**config.mk**
```make
export PLATFORM = sky130hd
export DESIGN_NAME = edo_seq
export DESIGN_NICKNAME = d
export VERILOG_FILES = /design/src/rtl/edo_pkg.sv /design/src/rtl/edo_age.sv /design/src/rtl/edo_addr_split.sv /design/src/rtl/edo_seq.sv
export SDC_FILE = /design/constraint.sdc
export NUM_CORES = 1
export LEC_CHECK = 0
export BUFFER_PORTS_ARGS = -buffer_cell sky130_fd_sc_hd__buf_2
export CAP_MARGIN = 40
export CORE_ASPECT_RATIO = 1.25
export CORE_UTILIZATION = 63
export CTS_BUF_LIST = sky130_fd_sc_hd__clkbuf_8
export DETAILED_ROUTE_END_ITERATION = 10
export PLACE_DENSITY_LB_ADDON = 0.05
export SLEW_MARGIN = 5
export SYNTH_ARGS = -nofsm -noshare
export SYNTH_HDL_FRONTEND = slang
export SYNTH_HIERARCHICAL = 1
export SYNTH_SLANG_ARGS = --single-unit
```
**constraint.sdc**
```tcl
create_clock -name clk -period 6.9 [get_ports clk]
set_clock_uncertainty 0.15 [all_clocks]
set_input_delay 0.69 -clock clk [delete_from_list [all_inputs] [get_ports clk]]
set_output_delay 0.69 -clock clk [all_outputs]
set_load 0.005 [all_outputs]
```
**src/rtl/edo_pkg.sv**
```systemverilog
`timescale 1ns/1ps
package edo_pkg;

    localparam int ADDR_W = 24;
    localparam int DQ_W   = 4;

    // indices into the age counter bank
    localparam int AG_RAS = 0;   // clocks since row strobe fell
    localparam int AG_CAS = 1;   // clocks since column strobe fell
    localparam int AG_GAP = 2;   // clocks since a strobe rose (column or row)
    localparam int AG_N   = 3;

    typedef enum logic [2:0] {
        ST_IDLE,   // row closed, precharging or waiting
        ST_ACT,    // row strobe low, waiting for row-to-column delay
        ST_COL,    // column strobe low
        ST_CP,     // column strobe high, read word not yet captured
        ST_OPEN    // row open, column strobe high, ready for a hit
    } st_e;

    typedef struct packed {
        logic              wr;
        logic [ADDR_W-1:0] addr;
        logic [DQ_W-1:0]   data;
    } req_t;

    function automatic int cdiv(input int ns, input int clk_ns);
        return (ns + clk_ns - 1) / clk_ns;
    endfunction

    function automatic int imax(input int a, input int b);
        return (a > b) ? a : b;
    endfunction

endpackage

```
**src/rtl/edo_age.sv**
```systemverilog
`timescale 1ns/1ps
module edo_age #(
    parameter int W = 8
) (
    input  logic         clk,
    input  logic         rst,
    input  logic         restart,
    output logic [W-1:0] age
);
    localparam logic [W-1:0] SAT = '1;

    // age is 1 in the first cycle after a restart and saturates at all-ones
    always_ff @(posedge clk) begin
        if (rst)
            age <= SAT;
        else if (restart)
            age <= W'(1);
        else if (age != SAT)
            age <= age + W'(1);
    end
endmodule

```
**src/rtl/edo_addr_split.sv**
```systemverilog
`timescale 1ns/1ps
module edo_addr_split import edo_pkg::*; #(
    parameter int ROW_BITS = 12,
    parameter int PIN_W    = 12
) (
    input  logic [ADDR_W-1:0] addr,
    output logic [PIN_W-1:0]  row,
    output logic [PIN_W-1:0]  col
);
    localparam int COL_BITS = ADDR_W - ROW_BITS;

    generate
        if (ROW_BITS == PIN_W) begin : g_row_wide
            assign row = addr[ADDR_W-1 -: ROW_BITS];
        end else begin : g_row_pad
            assign row = {{(PIN_W-ROW_BITS){1'b0}}, addr[ADDR_W-1 -: ROW_BITS]};
        end
        if (COL_BITS == PIN_W) begin : g_col_wide
            assign col = addr[COL_BITS-1:0];
        end else begin : g_col_pad
            assign col = {{(PIN_W-COL_BITS){1'b0}}, addr[COL_BITS-1:0]};
        end
    endgenerate
endmodule

```
**src/rtl/edo_seq.sv**
```systemverilog
`timescale 1ns/1ps
module edo_seq import edo_pkg::*; #(
    parameter int ROW_BITS    = 12,
    parameter int CLK_NS      = 10,
    parameter int TRCD_NS     = 14,
    parameter int TCAS_NS     = 10,
    parameter int TCAH_NS     = 10,
    parameter int TCP_NS      = 10,
    parameter int THPC_NS     = 25,
    parameter int TAA_NS      = 30,
    parameter int TCAC_NS     = 15,
    parameter int TRAC_NS     = 60,
    parameter int TRP_NS      = 40,
    parameter int TRC_NS      = 104,
    parameter int TRAS_NS     = 60,
    parameter int TRASMAX_NS  = 125000,
    localparam int PIN_W      = imax(ROW_BITS, ADDR_W - ROW_BITS)
) (
    input  logic              clk,
    input  logic              rst,
    input  logic              req_valid,
    output logic              req_ready,
    input  logic              req_write,
    input  logic [ADDR_W-1:0] req_addr,
    input  logic [DQ_W-1:0]   req_wdata,
    output logic              rsp_valid,
    output logic [DQ_W-1:0]   rsp_rdata,
    input  logic              ref_req,
    output logic              dram_ras_n,
    output logic              dram_cas_n,
    output logic              dram_we_n,
    output logic              dram_oe_n,
    output logic [PIN_W-1:0]  dram_addr,
    output logic [DQ_W-1:0]   dram_dq_out,
    output logic              dram_dq_oe,
    input  logic [DQ_W-1:0]   dram_dq_in
);
    // clock counts derived from the nanosecond limits
    localparam int RCD_CK    = cdiv(TRCD_NS, CLK_NS);
    localparam int CASL_CK   = imax(cdiv(TCAS_NS, CLK_NS), cdiv(TCAH_NS, CLK_NS));
    localparam int CP_CK     = cdiv(TCP_NS, CLK_NS);
    localparam int HPC_CK    = cdiv(THPC_NS, CLK_NS);
    localparam int ACC_CK    = imax(cdiv(TAA_NS, CLK_NS), cdiv(TCAC_NS, CLK_NS));
    localparam int RAC_CK    = cdiv(TRAC_NS, CLK_NS);
    localparam int RP_CK     = cdiv(TRP_NS, CLK_NS);
    localparam int RASMIN_CK = imax(cdiv(TRAS_NS, CLK_NS), cdiv(TRC_NS, CLK_NS) - RP_CK);
    localparam int RASMAX_CK = TRASMAX_NS / CLK_NS;
    localparam int WORST_CK  = CASL_CK + imax(imax(CP_CK, HPC_CK), imax(ACC_CK, RAC_CK)) + 2;
    localparam int AGE_W     = $clog2(RASMAX_CK + WORST_CK + 2) + 1;

    typedef logic [AGE_W-1:0] age_t;
    localparam age_t RCD_A    = age_t'(RCD_CK);
    localparam age_t CASL_A   = age_t'(CASL_CK);
    localparam age_t CP_A     = age_t'(CP_CK);
    localparam age_t HPC_A    = age_t'(HPC_CK);
    localparam age_t ACC_A    = age_t'(ACC_CK);
    localparam age_t RAC_A    = age_t'(RAC_CK);
    localparam age_t RP_A     = age_t'(RP_CK);
    localparam age_t RASMIN_A = age_t'(RASMIN_CK);
    localparam age_t RASMAX_A = age_t'(RASMAX_CK);
    localparam age_t NEAR_A   = age_t'(RASMAX_CK - WORST_CK);

    st_e               st;
    req_t              req_q, req_in, src;
    logic [PIN_W-1:0]  sp_row, sp_col, open_row;
    logic [AG_N-1:0]   restart;
    age_t              age [AG_N];
    age_t              ras_age, cas_age, gap_age;
    logic              fire, near_limit, may_close, hit, cp_done;
    logic              go_act, go_col, go_cp, go_pre;

    assign req_in = '{wr: req_write, addr: req_addr, data: req_wdata};
    // new request while idle or open, latched one otherwise
    assign src = (st == ST_IDLE || st == ST_OPEN) ? req_in : req_q;

    edo_addr_split #(.ROW_BITS(ROW_BITS), .PIN_W(PIN_W)) u_split (
        .addr(src.addr), .row(sp_row), .col(sp_col)
    );

    generate
        for (genvar g = 0; g < AG_N; g++) begin : g_age
            edo_age #(.W(AGE_W)) u_age (
                .clk(clk), .rst(rst), .restart(restart[g]), .age(age[g])
            );
        end
    endgenerate

    assign ras_age = age[AG_RAS];
    assign cas_age = age[AG_CAS];
    assign gap_age = age[AG_GAP];

    assign hit        = (sp_row == open_row);
    assign near_limit = (ras_age >= NEAR_A);
    assign may_close  = (ras_age >= RASMIN_A);
    assign cp_done    = (gap_age >= CP_A) && (cas_age >= HPC_A) &&
                        (req_q.wr || ((cas_age >= ACC_A) && (ras_age >= RAC_A)));

    always_comb begin
        req_ready = 1'b0;
        if (st == ST_IDLE)
            req_ready = (gap_age >= RP_A) && !ref_req;
        else if (st == ST_OPEN)
            req_ready = !ref_req && !near_limit && hit;
    end

    assign fire   = req_valid && req_ready;
    assign go_act = (st == ST_IDLE) && fire;
    assign go_col = ((st == ST_ACT) && (ras_age >= RCD_A)) || ((st == ST_OPEN) && fire);
    assign go_cp  = (st == ST_COL) && (cas_age >= CASL_A);
    assign go_pre = (st == ST_OPEN) && may_close &&
                    (ref_req || near_limit || (req_valid && !hit));

    always_comb begin
        restart         = '0;
        restart[AG_RAS] = go_act;
        restart[AG_CAS] = go_col;
        restart[AG_GAP] = go_cp || go_pre;
    end

    always_ff @(posedge clk) begin
        if (rst) begin
            st          <= ST_IDLE;
            dram_ras_n  <= 1'b1;
            dram_cas_n  <= 1'b1;
            dram_we_n   <= 1'b1;
            dram_oe_n   <= 1'b1;
            dram_addr   <= '0;
            dram_dq_out <= '0;
            dram_dq_oe  <= 1'b0;
            rsp_valid   <= 1'b0;
            rsp_rdata   <= '0;
            req_q       <= '0;
            open_row    <= '0;
        end else begin
            rsp_valid <= 1'b0;
            if (fire)
                req_q <= req_in;
            if (go_act) begin
                st         <= ST_ACT;
                dram_ras_n <= 1'b0;
                dram_addr  <= sp_row;
                open_row   <= sp_row;
            end
            if (go_col) begin
                st          <= ST_COL;
                dram_cas_n  <= 1'b0;
                dram_addr   <= sp_col;
                dram_we_n   <= !src.wr;
                dram_oe_n   <= src.wr;
                dram_dq_oe  <= src.wr;
                dram_dq_out <= src.data;
            end
            if (go_cp) begin
                st         <= ST_CP;
                dram_cas_n <= 1'b1;
                dram_we_n  <= 1'b1;
                dram_dq_oe <= 1'b0;
            end
            if ((st == ST_CP) && cp_done) begin
                st        <= ST_OPEN;
                dram_oe_n <= 1'b1;
                if (!req_q.wr) begin
                    rsp_valid <= 1'b1;
                    rsp_rdata <= dram_dq_in;
                end
            end
            if (go_pre) begin
                st         <= ST_IDLE;
                dram_ras_n <= 1'b1;
            end
        end
    end


    we_oe_excl_chk: assert property (@(posedge clk) disable iff (rst)
        !(!dram_we_n && !dram_oe_n));


    drive_window_chk: assert property (@(posedge clk) disable iff (rst)
        dram_dq_oe |-> (!dram_cas_n && !dram_we_n));


    strobe_order_chk: assert property (@(posedge clk) disable iff (rst)
        !dram_cas_n |-> !dram_ras_n);


    ras_limit_chk: assert property (@(posedge clk) disable iff (rst)
        !dram_ras_n |-> (ras_age <= RASMAX_A));


    precharge_chk: assert property (@(posedge clk) disable iff (rst)
        $fell(dram_ras_n) |-> ($past(gap_age) >= RP_A));


    cas_cycle_chk: assert property (@(posedge clk) disable iff (rst)
        $fell(dram_cas_n) |-> ($past(cas_age) >= HPC_A));


    capture_chk: assert property (@(posedge clk) disable iff (rst)
        rsp_valid |-> $rose(dram_oe_n));

endmodule

```
==> results of run 1 <==
## cell usage in the layout (no fill, tap or decap), types with 8 or more instances in the layout
master	instances
nand3_1	44
o311ai_0	10
o21ai_0	30
nor3_1	9
xor2_1	27
or4_1	11
and3_1	8
nor4_1	14
o31ai_1	9
a211oi_1	15
dfxtp_1	115
nor2b_1	15
mux2i_1	37
inv_1	17
clkbuf_8	21
nand4_1	10
nor2_1	17
nand2_1	29
nand4b_1	8
a21oi_1	31
o211ai_1	11
nand2b_1	61
buf_2	63
mux2_2	33
## registers in the layout, summed over array words and instances, names as in the netlist
signal           count
dram_oe_n            1
dram_we_n            1
rsp_valid            1
dram_addr           12
g_age.u_age/age     45
dram_dq_out          4
open_row            12
rsp_rdata            4
dram_ras_n           1
st                   3
req_q               29
dram_cas_n           1
dram_dq_oe           1
## worst reg2reg max path: stages, from the launching register on
cell     delay [ns]
dfxtp_1        0.38
nor2_2         0.59
buf_4          0.41
mux2_2         0.40
xor2_1         0.15
nor4_1         0.62
and4_1         0.54
a21oi_4        0.14
inv_4          0.35
inv_1          0.24
nand2_1        0.11
a21oi_1        0.04
a311o_1        0.31
## cells in the mapped netlist (18+ instances only)
master	n	share of area, %
a21oi_1	32	2.5
buf_4	26	3.0
clkbuf_1	26	1.5
dfxtp_1	115	36
mux2_2	33	5.8
mux2i_1	37	5.8
nand2_1	29	1.7
nand2b_1	61	5.9
nand3_1	44	3.4
nor2_1	18	1.1
o21ai_0	30	2.3
xor2_1	27	3.7
## logic make-up (layout without fill, tap and decap cells)
logic type,Yosys count,count (layout),share of synthesized area (%)
simple gates,261,261,25.4
buf+inv,69,111,5.75
flops,115,115,35.9
xor+xnor,27,27,3.69
fa+ha+maj,3,3,0.585
compound gates,146,146,16.1
mux,74,74,12.5
## layer usage
metal	up-vias	wire, um	global-route usage, %
li1	2636	-	-
met1	2656	6090	32.7
met2	229	7910	52.4
met3	46	828	6.75
met4	0	520	15.9
met5	-	0	0
## metrics by stage
| step | util [%] | instance area, um^2 | total power [mW] |
|---|---|---|---|
| final | 71.7 | 6990 | 3.01 |
| after global routing | 71.7 | 6990 | 3.20 |
| after CTS | 71.7 | 6990 | 2.99 |
| after detailed placement | 68.0 | 6640 | 2.41 |
| after global placement | 67.7 | 6610 | 2.36 |
| after floorplan | - | 6420 | 2.16 |
## how the worst min path moves through the flow
stage	startpoint	endpoint	slack (ns)	depth (start not counted)
after floorplan	open_row[0]	open_row[0]	0.30	2
after global placement	dram_ras_n	dram_ras_n	0.30	1
after detailed placement	rsp_rdata[1]	rsp_rdata[1]	0.31	2
after CTS	rsp_rdata[1]	rsp_rdata[1]	0.32	2
after global routing	open_row[1]	open_row[1]	0.34	2
final	rsp_rdata[1]	rsp_rdata[1]	0.32	2
## power by group through the flow
| stage | Clock (mW) | Combinational (mW) | Sequential [mW] |
|---|---|---|---|
| after floorplan | 0 | 1.09 | 1.07 |
| after global routing | 0.610 | 1.42 | 1.16 |
| after CTS | 0.576 | 1.29 | 1.13 |
| after detailed placement | 0 | 1.28 | 1.13 |
| final | 0.570 | 1.30 | 1.13 |
| after global placement | 0 | 1.23 | 1.13 |
## area by class of cell
class | count | area (um^2)
Clock buffer | 21 | 289
Clock inverter | 10 | 68.8
Timing Repair Buffer | 67 | 365
Fill cell | 790 | 2770
Tap cell | 126 | 158
Inverter | 13 | 51.3
Multi-Input combinational cell | 511 | 3760
Sequential cell | 115 | 2300
==> flow_metrics.env, run 1 <==
export IMPL_pwr_share_seq_pct=37.7
export IMPL_rr_startpoint="st[0]"
export IMPL_timing_rr_end="g_age[1].u_age/age[13]"
export IMPL_instances_no_fill=863
export IMPL_num_rows=40
export IMPL_p_per_area_nw_per_um2=430
export IMPL_crit_end="g_age[1].u_age/age[13]"
export IMPL_start_kind="flip-flop"
export IMPL_cp_startpoint="st[0]"
export IMPL_synthCells=695
export IMPL_die_h_um=115
export IMPL_combPwrFrac_pct=43.4
export IMPL_clkPwrFrac_pct=18.9
export IMPL_first_iter_violations=558
export IMPL_swShare_pct=41.7
export IMPL_worstPathArrival_ns=4.70
export IMPL_cts_clk_slew_worst_paths_ns=0.07
export IMPL_path_cells="nor2_2 > buf_4 > mux2_2 > xor2_1 > nor4_1 > and4_1 > a21oi_4 > inv_4 > inv_1 > nand2_1 > a21oi_1 > a311o_1"
export IMPL_crit_fanout=34
export IMPL_dp_cells=832
export IMPL_hold_buffers=0
export IMPL_setup_violations=0
export IMPL_cts_buffer_depth=2
export IMPL_critPathBufInv=3
export IMPL_hp_class="reg2reg"
export IMPL_tightest_slew_ns=0.809
export IMPL_synth_edf_count=0
export IMPL_pre_cts_ws_ns=2.44
export IMPL_cts_sinks=115
export IMPL_root_buffer="clkbuf_8"
export IMPL_vias=5567
export IMPL_final_nets=765
export IMPL_num_io_pins=64
export IMPL_drt_total_wl_mm=15.3
export IMPL_critPathMaxStageDelay_ns=0.62
export IMPL_start_util_pct=65.7
export IMPL_synth_seq_cells=115
export IMPL_critPathCaptureType="flip-flop"
export IMPL_max_cap_violations=0
export IMPL_syn_to_final_growth_pct=8.99
export IMPL_dp_final_hpwl_mm=10.5
export IMPL_criticalPathCategory="reg2reg"
export IMPL_cpMaxStageDelayCell="nor4_1"
export IMPL_grt_pass1_wl_mm=24.8
export IMPL_fin_crit_ns=4.54
export IMPL_cts_tree="yes"
export IMPL_ir_drop_v=0.000187
export IMPL_clock_latency_ns=0.43
export IMPL_p_leak_nw=2.85
export IMPL_yosysWarnings=6
export IMPL_dieArea_um2=10600
export IMPL_drive_gt1_share_pct=21.6
export IMPL_grt_ovfl_total=0
export IMPL_globalplace_congestion=0.911
export IMPL_reg2regPathDepth=12
export IMPL_grt_max_degree=81
export IMPL_fmax_ghz=0.220
export IMPL_rsz0062_at_grt="no"
export IMPL_ys_flop_type="dfxtp_1"
export IMPL_crit_cells=12
export IMPL_fin_crit_sh_pct=65.8
export IMPL_cts_max_level=4
export IMPL_status="completed"
export IMPL_setup_slack_ns=2.36
export IMPL_grt_total_usage_pct=29.5
export IMPL_netSwitchingPower_mw=1.25
export IMPL_syn_area_um2=6420
export IMPL_async_reset_ff_share_pct=0
export IMPL_core_um2=9760
export IMPL_cts_resized=0
export IMPL_dr_pass1_iters=5
export IMPL_drc=0
export IMPL_viasPerCell=6.45
export IMPL_ant_nets=0
export IMPL_place_port_buffers=63
export IMPL_finalHoldViolations=0
export IMPL_fin_setup_tns_ns=0
export IMPL_seq_area_frac_synth_pct=35.9
export IMPL_netlist_cell_type_count=57
export IMPL_slew_violations=0
export IMPL_first_global_vias=5338
export IMPL_hold_ws_ns=0.320
export IMPL_slew_headroom_pct=45.9
export IMPL_rrSetupSlack_ns=2.36
export IMPL_critPathRequiredTime_ns=7.06
export IMPL_path_delay_family="simple AND/OR/NAND/NOR gates"
export IMPL_postCtsSetupBuffers=0
export IMPL_power_internal_mw=1.75
export IMPL_syn_area_per_cell_um2=9.23
export IMPL_die_w_um=92.3
export IMPL_n_antenna_cell=0
export IMPL_synth_nets=735
export IMPL_cts_buffers=17
export IMPL_antenna_found_initial=0
export IMPL_wl_per_cell_um=17.8
No activity file was read; power rests on OpenSTA's default activity.
==> inputs of run 2 (changes only) <==
Settings changed: CORE_UTILIZATION 63 to 56.
Clock period 6.9 ns to 3.7 ns, I/O delays scaled along.
==> flow_metrics.env, run 2 (synthesis gave the netlist of run 1 again) <==
export IMPL_final_common_cell="dfxtp_1"
export IMPL_p_leak_nw=2.90
export IMPL_dp_final_hpwl_mm=10.7
export IMPL_first_global_vias=5292
export IMPL_worstPathArrival_ns=2.95
export IMPL_violations="DRC"
export IMPL_num_io_pins=64
export IMPL_cts_buffers=17
export IMPL_crit_fanout=30
export IMPL_p_per_area_nw_per_um2=833
export IMPL_fin_crit_ns=3.47
export IMPL_hp_class="in2reg"
export IMPL_fmax_ghz=0.288
export IMPL_fin_crit_sh_pct=93.8
export IMPL_cp_startpoint="st[0]"
export IMPL_max_cap_violations=0
export IMPL_dr_pass1_iters=8
export IMPL_wl_met1_mm=6.80
export IMPL_crit_end="req_ready"
export IMPL_dieArea_um2=11900
export IMPL_cts_max_level=4
export IMPL_rr_startpoint="st[0]"
export IMPL_cts_resized=0
export IMPL_cts_buffer_depth=2
export IMPL_grt_pass1_wl_mm=26.1
export IMPL_critPathMaxStageDelay_ns=0.44
export IMPL_hold_buffers=0
export IMPL_cts_sinks=115
export IMPL_setup_violations=0
export IMPL_wl_per_cell_um=17.6
export IMPL_wl_met3_um=596
export IMPL_grt_total_usage_pct=27.6
export IMPL_syn_to_final_growth_pct=12.0
export IMPL_n_antenna_cell=0
export IMPL_clkPwrFrac_pct=23.4
export IMPL_rsz0062_at_grt="no"
export IMPL_combPwrFrac_pct=41.7
export IMPL_slew_violations=0
export IMPL_top_layer_used="met4"
export IMPL_path_delay_family="simple AND/OR/NAND/NOR gates"
export IMPL_criticalPathCategory="reg2out"
export IMPL_timing_rr_end="g_age[1].u_age/age[13]"
export IMPL_die_w_um=97.7
export IMPL_cpMaxStageDelayCell="nor4_2"
export IMPL_viasPerCell=6.13
export IMPL_fillers=958
export IMPL_netSwitchingPower_mw=2.40
export IMPL_tightest_slew_ns=0.856
export IMPL_core_um2=11100
export IMPL_path_cells="nor2_2 > buf_12 > mux2_2 > xor2_1 > nor4_2 > nand3_1 > o31ai_1 > buf_2"
export IMPL_ant_nets=0
export IMPL_top_register="g_age.u_age/age"
export IMPL_fin_setup_tns_ns=0
export IMPL_grt_ovfl_total=0
export IMPL_antenna_found_initial=0
export IMPL_critPathCaptureType="output pin"
export IMPL_globalplace_congestion=0.848
export IMPL_drive_gt1_share_pct=23.5
export IMPL_final_cell_mix="dfxtp_1 (115), buf_2 (62), nand2b_1 (61)"
export IMPL_swShare_pct=40.1
export IMPL_clock_latency_ns=0.44
export IMPL_status="complete, but fails checks"
export IMPL_critPathBufInv=2
export IMPL_finalHoldViolations=0
export IMPL_critPathRequiredTime_ns=3.18
export IMPL_place_port_buffers=63
export IMPL_grt_max_degree=44
export IMPL_first_iter_violations=347
export IMPL_ir_drop_v=0.000361
export IMPL_final_nets=771
export IMPL_hold_ws_ns=0.0444
export IMPL_rrSetupSlack_ns=0.23
export IMPL_crit_cells=8
export IMPL_die_h_um=122
export IMPL_pwr_share_seq_pct=34.9
export IMPL_slew_headroom_pct=42.8
export IMPL_postCtsSetupBuffers=0
export IMPL_reg2regPathDepth=12
export IMPL_start_kind="flip-flop"
export IMPL_wl_met2_mm=7.65
export IMPL_reg_largest_list="g_age.u_age/age x45, req_q x29"
export IMPL_vias=5389
export IMPL_drc=6
export IMPL_cts_tree="yes"
export IMPL_power_internal_mw=3.58
export IMPL_cts_clk_slew_worst_paths_ns=0.07
export IMPL_largest_reg_flops=45
export IMPL_start_util_pct=57.6
export IMPL_root_buffer="clkbuf_8"
export IMPL_num_rows=43
export IMPL_drt_total_wl_mm=15.5
[run 2: power by group through the flow]
stage	clock (mW)	sequential [mW]	combinational (mW)
CTS	1.42	2.08	2.49
global placement	0	2.09	2.41
global route	1.47	2.15	2.76
finish	1.40	2.09	2.50
floorplan	0	2.00	2.05
detailed placement	0	2.10	2.47
[run 2: how the worst min path moves through the flow]
stage	from	to	slack [ns]	cells past startpoint
finish	req_addr[6]	req_q[10]	0.04	3
global route	req_addr[10]	req_q[14]	0.03	3
CTS	req_addr[6]	req_q[10]	0.03	3
detailed placement	rsp_rdata[0]	rsp_rdata[0]	0.31	2
global placement	rsp_rdata[2]	rsp_rdata[2]	0.31	2
floorplan	open_row[0]	open_row[0]	0.30	2
[run 2: cell type report]
class / instances / area [um^2] / share of cell area [%]
inverters: 13 / 51.3 / 0.714
clock inverters: 12 / 203 / 2.82
multi-input cells: 511 / 3780 / 52.6
clock buffers: 20 / 275 / 3.83
flip-flops and latches: 115 / 2300 / 32.0
well taps: 135 / 169 / 2.35
repair buffers: 73 / 405 / 5.64
[run 2: per-stage QoR]
stage          setup slack [ns]  util [%]  instance area (um^2)  total power [mW]  instances
6_report                  0.231      64.5                  7190              5.99        879
5_1_grt                  0.0157      64.5                  7190              6.38        879
4_1_cts                   0.142      64.5                  7180              5.99        879
3_5_place_dp              0.162      60.2                  6710              4.57        847
3_3_place_gp              0.241      60.2                  6710              4.50        847
2_1_floorplan            0.0377         -                  6440              4.06        695
[run 2: tightest hold or removal path: cells and delay by family]
family	cells	cell delay [ns]
buffers and inverters	1	0.10
AND/OR/NAND/NOR	1	0.06
multiplexers	1	0.05
[run 2: routing by layer]
metal | track usage, % | up-vias
met2 | 48.0 | 129
met1 | 32.2 | 2569
li1 | - | 2665
met3 | 6.20 | 26
met4 | 13.2 | 0
met5 | 0 | -
